File: src/rtl/flash_wr_pkg.sv
`timescale 1ns/1ps
package flash_wr_pkg;
  localparam logic [7:0] OPC_NONE = 8'h00;
  localparam logic [7:0] OPC_WRSR = 8'h01;
  localparam logic [7:0] OPC_PROG = 8'h02;
  localparam logic [7:0] OPC_WRDI = 8'h04;
  localparam logic [7:0] OPC_RDSR = 8'h05;
  localparam logic [7:0] OPC_WREN = 8'h06;
  localparam logic [7:0] OPC_SE_A = 8'h20;
  localparam logic [7:0] OPC_SE_B = 8'hD7;
  localparam logic [7:0] OPC_BE   = 8'hD8;
  localparam logic [7:0] OPC_CE_A = 8'hC7;
  localparam logic [7:0] OPC_CE_B = 8'h60;

  localparam int ADDR_BYTES = 3;
  localparam int NB_SR      = 2;
  localparam int NB_ERASE   = 1 + ADDR_BYTES;
  localparam int NB_PROG    = 2 + ADDR_BYTES;
  localparam int CNT_W      = $clog2(NB_PROG + 1);

  typedef enum logic [2:0] {
    KIND_SR   = 3'd0,
    KIND_PROG = 3'd1,
    KIND_SECT = 3'd2,
    KIND_BLK  = 3'd3,
    KIND_CHIP = 3'd4
  } wr_kind_e;

  function automatic logic region_locked(input logic [2:0] bp, input logic [1:0] top);
    logic hit;
    if (bp[2]) hit = 1'b1;
    else begin
      case (bp[1:0])
        2'd0:    hit = 1'b0;
        2'd1:    hit = (top == 2'b11);
        2'd2:    hit = top[1];
        default: hit = 1'b1;
      endcase
    end
    return hit;
  endfunction
endpackage

File: src/rtl/wrc_cmd_track.sv
`timescale 1ns/1ps
module wrc_cmd_track
  import flash_wr_pkg::*;
#(
  parameter int ADDR_W = 18
) (
  input  logic              clk,
  input  logic              rst_n,
  input  logic              cmd_valid,
  input  logic [7:0]        cmd_op,
  input  logic              byte_valid,
  input  logic [7:0]        byte_in,
  input  logic              cs_rise,
  input  logic              busy,
  output logic [7:0]        op_q,
  output logic [CNT_W-1:0]  nbytes_q,
  output logic [ADDR_W-1:0] addr_q,
  output logic              srwd_new_q,
  output logic [2:0]        bp_new_q
);
  localparam logic [CNT_W-1:0] CNT_ONE  = CNT_W'(1);
  localparam logic [CNT_W-1:0] CNT_ADDR = CNT_W'(ADDR_BYTES);
  localparam logic [CNT_W-1:0] CNT_MAX  = CNT_W'(NB_PROG);

  logic [7:0]        op_d;
  logic [CNT_W-1:0]  cnt_d;
  logic [ADDR_W-1:0] addr_d;
  logic              srwd_d;
  logic [2:0]        bp_d;

  always_comb begin
    op_d   = op_q;
    cnt_d  = nbytes_q;
    addr_d = addr_q;
    srwd_d = srwd_new_q;
    bp_d   = bp_new_q;
    if (cs_rise) begin
      op_d  = OPC_NONE;
      cnt_d = '0;
    end else if (cmd_valid) begin
      op_d  = (busy && (cmd_op != OPC_RDSR)) ? OPC_NONE : cmd_op;
      cnt_d = CNT_ONE;
    end else if (byte_valid && (nbytes_q != '0)) begin
      if (nbytes_q <= CNT_ADDR) addr_d = ADDR_W'({addr_q, byte_in});
      if (nbytes_q == CNT_ONE) begin
        srwd_d = byte_in[7];
        bp_d   = byte_in[4:2];
      end
      if (nbytes_q != CNT_MAX) cnt_d = nbytes_q + CNT_ONE;
    end
  end

  always_ff @(posedge clk or negedge rst_n) begin
    if (!rst_n) begin
      op_q       <= OPC_NONE;
      nbytes_q   <= '0;
      addr_q     <= '0;
      srwd_new_q <= 1'b0;
      bp_new_q   <= '0;
    end else begin
      op_q       <= op_d;
      nbytes_q   <= cnt_d;
      addr_q     <= addr_d;
      srwd_new_q <= srwd_d;
      bp_new_q   <= bp_d;
    end
  end

  AST_CNT_BOUND: assert property (@(posedge clk) disable iff (!rst_n)
    nbytes_q <= CNT_MAX) else $error("byte count out of range");
  AST_BUSY_DROP: assert property (@(posedge clk) disable iff (!rst_n)
    (cmd_valid && busy && cmd_op != OPC_RDSR && !cs_rise) |=> (op_q == OPC_NONE))
    else $error("opcode latched while busy");
endmodule

File: src/rtl/wrc_gate.sv
`timescale 1ns/1ps
module wrc_gate
  import flash_wr_pkg::*;
(
  input  logic             cs_rise,
  input  logic [2:0]       bit_rem,
  input  logic [7:0]       op,
  input  logic [CNT_W-1:0] nbytes,
  input  logic [1:0]       addr_top,
  input  logic             wp_n,
  input  logic             wel,
  input  logic             wip,
  input  logic [2:0]       bp,
  input  logic             srwd,
  output logic             accept,
  output logic             sr_write,
  output wr_kind_e         kind
);
  localparam logic [CNT_W-1:0] NEED_SR    = CNT_W'(NB_SR);
  localparam logic [CNT_W-1:0] NEED_ERASE = CNT_W'(NB_ERASE);
  localparam logic [CNT_W-1:0] NEED_PROG  = CNT_W'(NB_PROG);

  logic req_ok;
  logic locked;
  logic sr_locked;

  assign req_ok    = cs_rise && (bit_rem == 3'd0) && wel && !wip;
  assign locked    = region_locked(bp, addr_top);
  assign sr_locked = srwd && !wp_n;

  always_comb begin
    accept   = 1'b0;
    sr_write = 1'b0;
    kind     = KIND_SR;
    case (op)
      OPC_WRSR: begin
        kind     = KIND_SR;
        accept   = req_ok && (nbytes >= NEED_SR) && !sr_locked;
        sr_write = accept;
      end
      OPC_PROG: begin
        kind   = KIND_PROG;
        accept = req_ok && (nbytes >= NEED_PROG) && !locked;
      end
      OPC_SE_A, OPC_SE_B: begin
        kind   = KIND_SECT;
        accept = req_ok && (nbytes >= NEED_ERASE) && !locked;
      end
      OPC_BE: begin
        kind   = KIND_BLK;
        accept = req_ok && (nbytes >= NEED_ERASE) && !locked;
      end
      OPC_CE_A, OPC_CE_B: begin
        kind   = KIND_CHIP;
        accept = req_ok && (bp == 3'd0);
      end
      default: ;
    endcase
  end
endmodule

File: src/rtl/wrc_status.sv
`timescale 1ns/1ps
module wrc_status
  import flash_wr_pkg::*;
#(
  parameter int ADDR_W = 18
) (
  input  logic              clk,
  input  logic              rst_n,
  input  logic              cmd_valid,
  input  logic [7:0]        cmd_op,
  input  logic              byte_valid,
  input  logic [7:0]        op_q,
  input  logic              wp_n,
  input  logic              accept,
  input  logic              sr_write,
  input  wr_kind_e          kind,
  input  logic              srwd_new,
  input  logic [2:0]        bp_new,
  input  logic [ADDR_W-1:0] addr,
  input  logic              op_done,
  output logic              wip_q,
  output logic              wel_q,
  output logic [2:0]        bp_q,
  output logic              srwd_q,
  output logic [7:0]        snap_q,
  output logic              start_q,
  output logic [2:0]        kind_q,
  output logic [ADDR_W-1:0] addr_q
);
  logic       wip_d, wel_d;
  logic       snap_en;
  logic [7:0] status_now;

  assign status_now = {srwd_q, 2'b00, bp_q, wel_q, wip_q};
  assign snap_en    = (cmd_valid && cmd_op == OPC_RDSR) ||
                      (byte_valid && op_q == OPC_RDSR);

  always_comb begin
    wip_d = wip_q;
    if (accept) wip_d = 1'b1;
    else if (op_done) wip_d = 1'b0;
  end

  always_comb begin
    wel_d = wel_q;
    if (op_done && wip_q) wel_d = 1'b0;
    else if (cmd_valid && !wip_q) begin
      if (cmd_op == OPC_WREN) wel_d = 1'b1;
      else if (cmd_op == OPC_WRDI) wel_d = 1'b0;
    end
  end

  always_ff @(posedge clk or negedge rst_n) begin
    if (!rst_n) begin
      wip_q   <= 1'b0;
      wel_q   <= 1'b0;
      bp_q    <= '0;
      srwd_q  <= 1'b0;
      snap_q  <= '0;
      start_q <= 1'b0;
      kind_q  <= '0;
      addr_q  <= '0;
    end else begin
      wip_q   <= wip_d;
      wel_q   <= wel_d;
      start_q <= accept;
      if (sr_write) begin
        bp_q   <= bp_new;
        srwd_q <= srwd_new;
      end
      if (snap_en) snap_q <= status_now;
      if (accept) begin
        kind_q <= kind;
        addr_q <= addr;
      end
    end
  end

  AST_WEL_SET_SRC: assert property (@(posedge clk) disable iff (!rst_n)
    $rose(wel_q) |-> $past(cmd_valid && cmd_op == OPC_WREN)) else $error("latch set without 06h");
  AST_START_NEEDS_WEL: assert property (@(posedge clk) disable iff (!rst_n)
    start_q |-> ($past(wel_q) && wel_q)) else $error("start without latch");
  AST_SR_LOCKED: assert property (@(posedge clk) disable iff (!rst_n)
    (srwd_q && !wp_n) |=> ($stable(bp_q) && srwd_q)) else $error("locked status changed");
  AST_START_IDLE: assert property (@(posedge clk) disable iff (!rst_n)
    start_q |-> (!$past(wip_q) && wip_q)) else $error("start while busy");
  AST_CHIP_BP_ZERO: assert property (@(posedge clk) disable iff (!rst_n)
    (start_q && kind_q == 3'd4) |-> (bp_q == 3'd0)) else $error("chip erase with protection");
  AST_DONE_CLEARS: assert property (@(posedge clk) disable iff (!rst_n)
    (op_done && wip_q) |=> (!wip_q && !wel_q)) else $error("done did not clear");
endmodule

File: src/rtl/flash_wr_ctrl.sv
`timescale 1ns/1ps
module flash_wr_ctrl
  import flash_wr_pkg::*;
#(
  parameter int ADDR_W = 18
) (
  input  logic              clk,
  input  logic              rst_n,
  input  logic              cmd_valid,
  input  logic [7:0]        cmd_op,
  input  logic              byte_valid,
  input  logic [7:0]        byte_in,
  input  logic              cs_rise,
  input  logic [2:0]        bit_rem,
  input  logic              wp_n,
  input  logic              op_done,
  output logic              op_start,
  output logic [2:0]        op_kind,
  output logic [ADDR_W-1:0] op_addr,
  output logic              wip,
  output logic [7:0]        status_out
);
  logic [7:0]        op_q;
  logic [CNT_W-1:0]  nbytes;
  logic [ADDR_W-1:0] addr;
  logic              srwd_new;
  logic [2:0]        bp_new;
  logic              wel, srwd;
  logic [2:0]        bp;
  logic              accept, sr_write;
  wr_kind_e          kind;

  wrc_cmd_track #(.ADDR_W(ADDR_W)) i_track (
    .clk(clk), .rst_n(rst_n), .cmd_valid(cmd_valid), .cmd_op(cmd_op),
    .byte_valid(byte_valid), .byte_in(byte_in), .cs_rise(cs_rise), .busy(wip),
    .op_q(op_q), .nbytes_q(nbytes), .addr_q(addr),
    .srwd_new_q(srwd_new), .bp_new_q(bp_new)
  );

  wrc_gate i_gate (
    .cs_rise(cs_rise), .bit_rem(bit_rem), .op(op_q), .nbytes(nbytes),
    .addr_top(addr[ADDR_W-1 -: 2]), .wp_n(wp_n), .wel(wel), .wip(wip),
    .bp(bp), .srwd(srwd), .accept(accept), .sr_write(sr_write), .kind(kind)
  );

  wrc_status #(.ADDR_W(ADDR_W)) i_status (
    .clk(clk), .rst_n(rst_n), .cmd_valid(cmd_valid), .cmd_op(cmd_op),
    .byte_valid(byte_valid), .op_q(op_q), .wp_n(wp_n), .accept(accept),
    .sr_write(sr_write), .kind(kind), .srwd_new(srwd_new), .bp_new(bp_new),
    .addr(addr), .op_done(op_done), .wip_q(wip), .wel_q(wel), .bp_q(bp),
    .srwd_q(srwd), .snap_q(status_out), .start_q(op_start),
    .kind_q(op_kind), .addr_q(op_addr)
  );

  AST_START_ALIGNED: assert property (@(posedge clk) disable iff (!rst_n)
    op_start |-> $past(cs_rise && bit_rem == 3'd0)) else $error("start off a byte boundary");
  AST_START_AT_RISE: assert property (@(posedge clk) disable iff (!rst_n)
    op_start |=> !op_start) else $error("start longer than one cycle");
endmodule

File: config.mk
export PLATFORM = sky130hd
export DESIGN_NAME = flash_wr_ctrl
export DESIGN_NICKNAME = d
export VERILOG_FILES = /design/src/rtl/flash_wr_pkg.sv /design/src/rtl/wrc_cmd_track.sv /design/src/rtl/wrc_gate.sv /design/src/rtl/wrc_status.sv /design/src/rtl/flash_wr_ctrl.sv
export SDC_FILE = /design/constraint.sdc
export NUM_CORES = 1
export LEC_CHECK = 0
export ABC_AREA = 1
export BUFFER_PORTS_ARGS = -buffer_cell sky130_fd_sc_hd__clkbuf_2
export CORE_ASPECT_RATIO = 1.2
export CORE_MARGIN = 3
export CORE_UTILIZATION = 45
export CTS_BUF_LIST = sky130_fd_sc_hd__clkbuf_4
export DETAILED_ROUTE_END_ITERATION = 8
export GPL_ROUTABILITY_DRIVEN = 0
export PLACE_DENSITY = 0.66
export SLEW_MARGIN = 40
export SYNTH_ARGS = -nofsm -noshare
export SYNTH_HDL_FRONTEND = slang
export SYNTH_SLANG_ARGS = --single-unit
File: constraint.sdc
create_clock -name clk -period 2 [get_ports clk]
set_input_delay 0.4 -clock clk [delete_from_list [all_inputs] [get_ports clk]]
set_output_delay 0.4 -clock clk [all_outputs]
set_load 0.005 [all_outputs]
* Word-level counts from Yosys, hierarchy flattened
Cells that the tools add are included.
Widths: inputs -> output; s select.
** Storage, ports and cells
- Bits in registers :: 67
- Logic and storage cells :: 94
- Input bits :: 26
** Operators by class
- Reductions and logical operators :: 39
- Bitwise gates (word level) :: 2
- Magnitude comparators :: 4
- Add/subtract/negate cells :: 1
- Eq/ne operators :: 17
- Multiplexer cells :: 18
** Operators by type and width (number)
- $eq 8x3->1 const B :: 4
- $eq 8x8->1 const B :: 3
- $mux 8 :: 3
- $logic_and 1x1->1 :: 17
- $mux 3 :: 4
- $pmux 3 s4 :: 1
- $reduce_bool 3->1 :: 4
- $eq 8x1->1 const B :: 1
- $eq 8x2->1 const B :: 1
- $eq 8x6->1 const B :: 1
- $eq 8x7->1 const B :: 1
- $mux 1 :: 8
- $ne 8x3->1 const B :: 1
- $reduce_and 4->1 :: 2
- $ge 3x3->1 const B :: 2
- $logic_not 3->1 :: 2
- $reduce_bool 2->1 :: 3
- $eq 2x2->1 const B :: 2
- $logic_not 1->1 :: 4
- $pmux 1 s4 :: 1
- $reduce_and 2->1 :: 2
- $reduce_or 2->1 :: 2
- $add 3x1->3 const B :: 1
- $eq 3x1->1 const B :: 1
- other kinds (9) :: 10

* Longest topological paths before layout
- Word-level depth :: 8
- Depth in mapped cells :: 13

* Hierarchy
Synthesis repeated with hierarchy kept, for this count alone.
** Second synthesis, totals
- Cells, all modules :: 404
- Area, all modules :: 3210.6 um2
** Modules (own cells, without submodules)
- wrc_cmd_track :: area each 1541.5 um2, instances 1, cells each 189
- wrc_status :: area each 1415.1 um2, instances 1, cells each 155
- wrc_gate :: area each 254.0 um2, instances 1, cells each 60

* Worst setup path before layout
OpenSTA, ideal clock, no wires.
- Kind :: reg2reg
- From :: reg i_track.nbytes_q[0]
- To :: reg i_track.addr_q[0]
- Cell stages (with the launch flop) :: 6
- Path slack :: 354 ps
- Required time :: 1875 ps
- Setup time :: 125 ps
- Arrival time :: 1521 ps
- Cells stage by stage :: dfrtp_1 > ha_1 > ha_1 > o21ai_1 > buf_2 > mux2_2
** Between the ends
- Word-level cells in the longest chain between the ends :: 3
** RTL lines
- from (decl) :: line wrc_cmd_track.sv:16 : output logic [CNT_W-1:0] nbytes_q,
- from (signal assigned) :: line wrc_cmd_track.sv:62 : nbytes_q <= cnt_d;
- parallel branches: the longest is 2 deep, another holds $le 3x2->1
- $reduce_and 4->1 (no source line) *
- to (signal assigned) :: line wrc_cmd_track.sv:63 : addr_q <= addr_d;
- to (decl) :: line wrc_cmd_track.sv:17 : output logic [ADDR_W-1:0] addr_q,
Every way passes the cells marked *.
A chain may end at the register's enable or synchronous reset.

* Worst setup path in the final report
- From :: reg i_track.nbytes_q[1]
- To :: reg i_track.addr_q[1]
Same word-level chain as after synthesis.

==> impl_metrics.env <==
export IMPL_antenna_found_initial=0
export IMPL_ios=57
export IMPL_critPathArrivalTime_ns=2.18
export IMPL_power_density_nw_per_um2=784
export IMPL_synthesis_area_um2=3010
export IMPL_worstHoldStart="op_done"
export IMPL_drc=0
export IMPL_yosys_area_top_type="dfrtp_1"
export IMPL_dr_total_vias=2418
export IMPL_ys_warnings_count=0
export IMPL_hold_path_end="i_status.wip_q"
export IMPL_root_buffer="clkbuf_4"
export IMPL_antenna_diode_count=0
export IMPL_fillers=601
export IMPL_busiest_layer="met2"
export IMPL_post_route_cells_drive_above_1_share_pct=23.4
export IMPL_timing_rr_end="i_track.addr_q[1]"
export IMPL_fin_crit_sh_pct=93.7
export IMPL_die_area_um2=7700
export IMPL_via_per_inst=4.84
export IMPL_rows=32
export IMPL_post_cts_setup_buffer_count=0
export IMPL_grt_max_degree=31
export IMPL_fmax_mhz=534
export IMPL_avgSynthCellArea_um2=8.71
export IMPL_syn2layout_area_growth_pct=19.2
export IMPL_post_place_cells=483
export IMPL_clk_latency_ns=0.40
export IMPL_htreeDepth=3
export IMPL_worst_pin_slew_ns=0.677
export IMPL_crit_path_end_kind="flop"
export IMPL_gr_usage_met1_pct=23.7
export IMPL_grt_pass1_wl_um=10600
export IMPL_async_reset_ff_share_pct=100
export IMPL_p_leak_uw=0.00192
export IMPL_synth_edf_count=0
export IMPL_worstHoldPathCells=2
export IMPL_total_power_uw=2810
export IMPL_grt_util_met2_pct=29.2
export IMPL_final_nets=442
export IMPL_reg2reg_from="i_track.nbytes_q[1]"
export IMPL_grt_usage_pct=18.2
export IMPL_max_slew_margin_rel_pct=54.7
export IMPL_use_met3_pct=3.69
export IMPL_first_global_vias=2304
export IMPL_hold_class="in -> reg"
export IMPL_path_max_fanout=30
export IMPL_finClkSkew_ns=0.0130
export IMPL_wl_per_cell_um=13.0
export IMPL_ys_flop_type="dfrtp_1"
export IMPL_clock_path_buffers=2
export IMPL_cp_required_ns=2.30
export IMPL_r2r_cells=4
export IMPL_yosysUniqueCellTypes=30
export IMPL_die_w_um=80.6
export IMPL_overflow=0
export IMPL_cap_violations=0
export IMPL_yosys_cell_count_top_type="nand2_1"
export IMPL_drtIter0Drc=141
export IMPL_ir_drop_mv=0.395
export IMPL_synth_cells=345
export IMPL_critPathKind="reg -> reg"
export IMPL_ant_nets=0
export IMPL_ys_seq_elements=67
export IMPL_wl_um=6520
export IMPL_rrSetupSlack_ns=0.13
export IMPL_place_port_buffers=54
export IMPL_final_cells=500
export IMPL_yosysSeqAreaShare_pct=55.8
export IMPL_cts_buffers=9
export IMPL_setup_viol_count_final=0
export IMPL_synth_common_cells="nand2_1 (93), dfrtp_1 (67), nand3_1 (38)"
export IMPL_cts_tree="built"
export IMPL_finalCriticalPeriod_ns=1.87
export IMPL_start_util_pct=46.6
export IMPL_setup_tns_ns=0
export IMPL_status="finished clean"
export IMPL_start_kind="flop"
export IMPL_cts_num_sinks=67
export IMPL_drt_pass1_iter_count=4
export IMPL_coreArea_um2=6450
export IMPL_synth_top_cell_area_share_pct=55.8
export IMPL_final_hold_viol_count=0
export IMPL_die_h_um=95.5
export IMPL_slew_viol_final=0
export IMPL_dpl_hpwl_um=4690
export IMPL_path_clk_slew_ns=0.11
export IMPL_synth_area_leaders="dfrtp_1 (56%), nand2_1 (12%), nand3_1 (6.3%), o21ai_0 (5.5%), inv_1 (4.2%)"
## cell type report
type	count	area (µm²)	area share (%)
repair buffers	66	385	10.8
multi-input cells	229	1140	31.8
well taps	85	106	2.97
clock buffers	10	75.1	2.10
flip-flops and latches	67	1680	46.8
clock inverters	5	55.1	1.54
inverters	38	143	3.98
## repair_timing
item | 4_1_cts | 5_1_grt
endpoints found under the hold margin | 13 | 0
gates resized for setup | 0 | 5
setup endpoints to repair | 0 | 25
hold buffers | 1 | 0
## cell families after synthesis
group           count (synthesis)  synth area share [%]
simple gates                  168                  23.8
flops                          67                  55.8
other cells                     1                 0.125
compound gates                 48                  8.74
mux                             6                  2.25
fa+ha+maj                       5                  2.08
buf+inv                        50                  7.24
## power breakdown
group	internal [µW]	switching, µW
clock	385	467
sequential	1520	107
combinational	145	179
total	2050	753
## layout by cell type, fill, tap and decap left out, drive strengths merged
| master | count |
|---|---|
| a21oi | 8 |
| a32oi | 1 |
| and2 | 1 |
| buf | 12 |
| bufinv | 1 |
| clkbuf | 63 |
| clkinv | 3 |
| clkinvlp | 1 |
| conb | 2 |
| dfrtp | 67 |
| dlygate4sd3 | 1 |
| ha | 5 |
| inv | 38 |
| mux2 | 6 |
| nand2 | 95 |
| nand3 | 38 |
| nand4 | 1 |
| nor2 | 28 |
| nor3 | 2 |
| nor4 | 1 |
| nor4b | 1 |
| o2111ai | 2 |
| o211ai | 1 |
| o21ai | 34 |
| o22ai | 2 |
| or2 | 1 |
## critical path: stages, from the launching register on
cell and delay [ns]:
dfrtp_1 0.41, ha_1 0.19, ha_1 0.23, o21ai_4 0.54
mux2_2 0.41
## state kept, by name, indices dropped and copies added (netlist names)
register            count
i_status.addr_q        18
i_track.addr_q         18
i_track.op_q            8
i_status.snap_q         6
i_status.bp_q           3
i_status.kind_q         3
i_track.bp_new_q        3
i_track.nbytes_q        3
i_status.srwd_q         1
i_status.start_q        1
i_status.wel_q          1
i_status.wip_q          1
i_track.srwd_new_q      1
## how the worst max path moves through the flow
stage	from	end	slack, ns	cells past startpoint
floorplan	i_track.nbytes_q[0]	i_track.addr_q[0]	0.35	5
global placement	i_track.nbytes_q[0]	i_track.addr_q[10]	-0.11	4
detailed placement	i_track.nbytes_q[1]	i_status.addr_q[7]	0.06	13
CTS	i_track.nbytes_q[1]	i_status.addr_q[7]	0.06	13
global route	i_track.nbytes_q[1]	i_status.addr_q[3]	-0.01	13
finish	i_track.nbytes_q[1]	i_track.addr_q[1]	0.13	4
## through the flow
| stage | worst slack [ns] | util, % | area (µm²) | hold slack, ns |
|---|---|---|---|---|
| final | 0.126 | 55.6 | 3580 | 0.210 |
| after global routing | -0.0108 | 55.6 | 3580 | 0.188 |
| after CTS | 0.0616 | 55.1 | 3550 | 0.177 |
| after detailed placement | 0.0650 | 52.9 | 3410 | 0.366 |
| after global placement | -0.110 | 52.8 | 3400 | 0.371 |
| after floorplan | 0.354 | - | 3010 | 0.104 |
## metal layers
layer | vias up | wire (µm)
li1 | 1242 | -
met5 | - | 0
met4 | 0 | 83
met3 | 7 | 278
met2 | 50 | 3200
met1 | 1119 | 2960
No activity file was read; power rests on OpenSTA's default activity.
